### config.mk
export PLATFORM = sky130hd
export DESIGN_NAME = gf2_trinomial_reducer
export DESIGN_NICKNAME = d
export VERILOG_FILES = /design/src/rtl/trinomial_pkg.sv /design/src/rtl/trinomial_fold.sv /design/src/rtl/trinomial_out_stage.sv /design/src/rtl/gf2_trinomial_reducer.sv
export SDC_FILE = /design/constraint.sdc
export NUM_CORES = 1
export LEC_CHECK = 0
export ABC_AREA = 1
export ABC_CLOCK_PERIOD_IN_PS = 800
export BUFFER_PORTS_ARGS = -buffer_cell sky130_fd_sc_hd__buf_2
export CELL_PAD_IN_SITES_DETAIL_PLACEMENT = 0
export CELL_PAD_IN_SITES_GLOBAL_PLACEMENT = 2
export CORE_UTILIZATION = 22
export CTS_CLUSTER_DIAMETER = 120
export DETAILED_ROUTE_END_ITERATION = 12
export HOLD_SLACK_MARGIN = 0.12
export PLACE_DENSITY_LB_ADDON = 0.1
export SLEW_MARGIN = 30
export SYNTH_ARGS = -nofsm -noshare
export SYNTH_HDL_FRONTEND = slang
export SYNTH_HIERARCHICAL = 1
export SYNTH_SLANG_ARGS = --single-unit
### constraint.sdc
create_clock -name clk -period 0.8 [get_ports clk]
set_input_delay 0.08 -clock clk [delete_from_list [all_inputs] [get_ports clk]]
set_output_delay 0.08 -clock clk [all_outputs]
set_load 0.01 [all_outputs]
### src/rtl/trinomial_pkg.sv
package trinomial_pkg;
   localparam int DEF_FIELD_M = 233;
   localparam int DEF_TAP_N   = 74;

   function automatic int prod_width(input int m);
      return 2 * m - 1;
   endfunction

   function automatic int mid_width(input int m, input int n);
      return m + n - 1;
   endfunction
endpackage

### src/rtl/trinomial_fold.sv
module trinomial_fold #(
   parameter int FIELD_M = 233,
   parameter int TAP_N   = 74,
   parameter int IN_W    = 465,
   parameter int OUT_W   = 306
) (
   input  logic [IN_W-1:0]  fold_in,
   output logic [OUT_W-1:0] fold_out
);
   localparam int HI_W = IN_W - FIELD_M;

   if (HI_W < 1) begin : g_bad_in
      $error("trinomial_fold: input must exceed the field width");
   end
   if (OUT_W < FIELD_M || OUT_W < HI_W + TAP_N) begin : g_bad_out
      $error("trinomial_fold: output too narrow for folded terms");
   end

   logic [HI_W-1:0]    upper;
   logic [OUT_W-1:0]   acc;

   assign upper = fold_in[IN_W-1:FIELD_M];

   always_comb begin
      acc = '0;
      acc[FIELD_M-1:0] = fold_in[FIELD_M-1:0];
      for (int i = 0; i < HI_W; i++) begin
         acc[i]         = acc[i] ^ upper[i];
         acc[i + TAP_N] = acc[i + TAP_N] ^ upper[i];
      end
   end

   assign fold_out = acc;
endmodule

### src/rtl/trinomial_out_stage.sv
module trinomial_out_stage #(
   parameter int WIDTH  = 233,
   parameter int STAGES = 1
) (
   input  logic             clk,
   input  logic             rst_n,
   input  logic             stg_valid_in,
   input  logic [WIDTH-1:0] stg_data_in,
   output logic             stg_valid_out,
   output logic [WIDTH-1:0] stg_data_out
);
   if (STAGES == 0) begin : g_comb
      assign stg_valid_out = stg_valid_in;
      assign stg_data_out  = stg_data_in;
   end else if (STAGES == 1) begin : g_reg
      logic             vld_q;
      logic [WIDTH-1:0] dat_q;
      always_ff @(posedge clk or negedge rst_n) begin
         if (!rst_n) begin
            vld_q <= 1'b0;
            dat_q <= '0;
         end else begin
            vld_q <= stg_valid_in;
            if (stg_valid_in) dat_q <= stg_data_in;
         end
      end
      assign stg_valid_out = vld_q;
      assign stg_data_out  = dat_q;
   end else begin : g_bad_stages
      $error("trinomial_out_stage: STAGES must be 0 or 1");
   end
endmodule

### src/rtl/gf2_trinomial_reducer.sv
module gf2_trinomial_reducer
   import trinomial_pkg::*;
#(
   parameter int FIELD_M     = DEF_FIELD_M,
   parameter int TAP_N       = DEF_TAP_N,
   parameter int PIPE_STAGES = 1,
   localparam int PROD_W     = prod_width(FIELD_M)
) (
   input  logic              clk,
   input  logic              rst_n,
   input  logic              in_valid,
   input  logic [PROD_W-1:0] in_data,
   output logic              out_valid,
   output logic [FIELD_M-1:0] out_data
);
   localparam int MID_W = mid_width(FIELD_M, TAP_N);

   if (TAP_N < 2 || TAP_N >= FIELD_M) begin : g_bad_tap
      $error("gf2_trinomial_reducer: TAP_N must lie in 2..FIELD_M-1");
   end
   if (2 * TAP_N - 1 > FIELD_M) begin : g_bad_two_pass
      $error("gf2_trinomial_reducer: two folds insufficient, need 2*TAP_N-1 <= FIELD_M");
   end

   logic [MID_W-1:0]   pass1_q;
   logic [FIELD_M-1:0] residue;

   trinomial_fold #(
      .FIELD_M (FIELD_M),
      .TAP_N   (TAP_N),
      .IN_W    (PROD_W),
      .OUT_W   (MID_W)
   ) i_fold_first (
      .fold_in  (in_data),
      .fold_out (pass1_q)
   );

   trinomial_fold #(
      .FIELD_M (FIELD_M),
      .TAP_N   (TAP_N),
      .IN_W    (MID_W),
      .OUT_W   (FIELD_M)
   ) i_fold_second (
      .fold_in  (pass1_q),
      .fold_out (residue)
   );

   trinomial_out_stage #(
      .WIDTH  (FIELD_M),
      .STAGES (PIPE_STAGES)
   ) i_out_stage (
      .clk           (clk),
      .rst_n         (rst_n),
      .stg_valid_in  (in_valid),
      .stg_data_in   (residue),
      .stg_valid_out (out_valid),
      .stg_data_out  (out_data)
   );
endmodule

==> flow_summary.toml <==
[routing]
first_iter_violations = 735
via_per_inst = 3.83
drt-wirelength-per-cell_um = 15.3
antenna_left = 0
drc = 0
drt_first_pass_iters = 5
via_count = 20331
totalWireLength_mm = 80.9

[setup_path]
cp_top_family = "flip-flops"
rrSetupSlack_ns = -0.05
cp.depth = 1
cp-start-kind = "flop"
cpMaxStageDelayCell = "dfrtp_2"
path_cells = "buf_6"
rr_endpoint = "i_out_stage/stg_data_out[107]"
path_class = "flop to output pin"
startpoint = "i_out_stage/stg_data_out[158]"
crit_required_ns = 0.72
crit-reg2reg-launch = "i_out_stage/stg_data_out[107]"
end_kind = "output pin"
crit_buf_inv = 1
crit_end = "out_data[158]"
slowest_delay_ns = 0.44
reg2reg_depth = 4
crit_arrival_ns = 1.12
path_max_fanout = 2

[cells_and_area]
synthToLayoutAreaGrowth_pct = 58.6
finalNonFillerCells = 5303
drive_gt1_frac = 0.275
nets = 4607
mostFrequentLayoutCells = "nand2_1 (1802), inv_1 (461), buf_2 (404)"
final_common_cell = "nand2_1"

[run]
maxCapViolations = 0

[floorplanning]
die_area_mm2 = 0.0858
die_x_um = 293
row_count = 106
initial_core_util = 0.222
ioPinCount = 702
core-area_mm2 = 0.0837
die_y_um = 293

[timing]
timing.hold.ws_ns = -0.123
tightest_slew_ns = 0.463
slew_viol_final = 0
rsz0062_at_grt = "true"
slew_headroom = 0.691
fin_crit_sh = 1.50
fin_ws_ns = -0.399
fin_worst_skew_ns = 0
fin_crit_ns = 1.20
hold_viol = 12
setup_tns_ns = -104.27
finalSetupViolCount = 350
fmax_mhz = 834

[clock_network]
clk_path_buf_depth = 3
htreeDepth = 2
ctsRootBufferMaster = "clkbuf_16"
numCtsBuffers = 34
clock_latency_ns = 0.53
clk_pin_slew_worst_paths_ns = 0.06
cts_tree = "built"
cts.sinks = 234

[global_route]
grt_use_total = 0.186
grt_max_degree = 36
grt_pass1_vias = 20398
grt_pass1_wl_mm = 121
antenna_found_initial = 18
grt.overflow.total = 0

[outcome]
status = "finished, violations left"
violations = "hold timing, setup timing"

[placed_design]
hpwl_mm = 66.5
port-buffer-count = 701
place_inst = 4899
gp_congestion = 0.788

[yosys]
synth_seq_area_share = 0.315
syn_nets = 3683
synth.avg_cell_area_um2 = 5.79
synth_warnings = 6
synth_cell_types = 11
syn-cell-area_mm2 = 0.0186
netlist_instances = 3215
ys_ff_latch = 234

[pwr]
p_leak_uw = 0.0186
power_uw = 45900
ir_worst_vdd_uv = 945
power_density_mw_per_mm2 = 1560

[min_path]
hold_class = "input port to flop"
hold_depth = 4
routing by layer:
layer,routed length (µm),track usage,vias up,share of wire
met5,130,0,-,0.0016
met4,1490,0.0406,18,0.018
met3,4890,0.0478,93,0.060
met2,40700,0.340,419,0.50
met1,33800,0.216,8913,0.42
li1,-,-,10888,-
layout make-up:
cell class              instances  area (µm²)
inverters                     610        2300
clock buffers                  53        1120
clock inverters                 6        55.1
flip-flops and latches        234        5860
multi-input cells            2160        9410
fillers                      9192       54200
diodes                          7        17.5
well taps                    1134        1420
repair buffers               1099        9340
tightest hold or removal path, stage by stage:
cell and delay (ns):
buf_8 0.11, inv_8 0.08, nand2_1 0.07, nand2_1 0.04
worst min-delay path by stage:
stage | start | end
2_1_floorplan | rst_n | i_out_stage/stg_data_out[0]
3_3_place_gp | rst_n | i_out_stage/stg_data_out[24]
3_5_place_dp | rst_n | i_out_stage/stg_data_out[24]
4_1_cts | in_valid | i_out_stage/stg_data_out[158]
5_1_grt | in_valid | i_out_stage/stg_data_out[158]
6_report | in_valid | i_out_stage/stg_data_out[158]
kinds of logic after synthesis:
kind of cell / count (synthesis) / synth area share
and+or+nand+nor: 2085 / 0.442
buffers and inverters: 821 / 0.208
DFF: 234 / 0.315
xor gates and xnor gates: 75 / 0.0353
timing repair:
| item | CTS | global route |
|---|---|---|
| hold buffers | 355 | 3 |
| endpoints found under the setup margin | 234 | 420 |
| hold endpoints to repair | 468 | 234 |
| cloned | 0 | 0 |
| pin swaps | 0 | 31 |
| setup buffers | 51 | 45 |
| resized for setup | 297 | 209 |
synthesized netlist by cell type:
master,instances,area (µm²)
nand2_1,1847,6930
inv_1,467,1750
dfrtp_1,234,5860
buf_4,163,1220
nand3_1,158,791
inv_2,142,533
nand2_2,80,500
xor2_1,75,657
buf_2,29,145
buf_6,19,214
inv_4,1,6.26
per-stage QoR:
| stage | setup slack (ns) | instance area, µm² | util |
|---|---|---|---|
| CTS | -0.467 | 29000 | 0.346 |
| global placement | -0.191 | 22800 | 0.272 |
| detailed placement | -0.199 | 22800 | 0.272 |
| global route | -0.456 | 29500 | 0.353 |
| finish | -0.399 | 29500 | 0.353 |
| floorplan | 0.0541 | 18600 | - |
state kept, by name, summed over array words and instances, names as in the netlist:
register / count
i_out_stage/stg_data_out: 233
i_out_stage/stg_valid_out: 1
power breakdown:
| group | switching, µW | leakage (µW) | internal [µW] | total (µW) |
|---|---|---|---|---|
| clock | 6260 | 0.000587 | 9860 | 16100 |
| combinational | 7840 | 0.0151 | 7560 | 15400 |
| sequential | 1090 | 0.00289 | 13300 | 14400 |
Note: power is estimated with default switching activity, not from simulation.
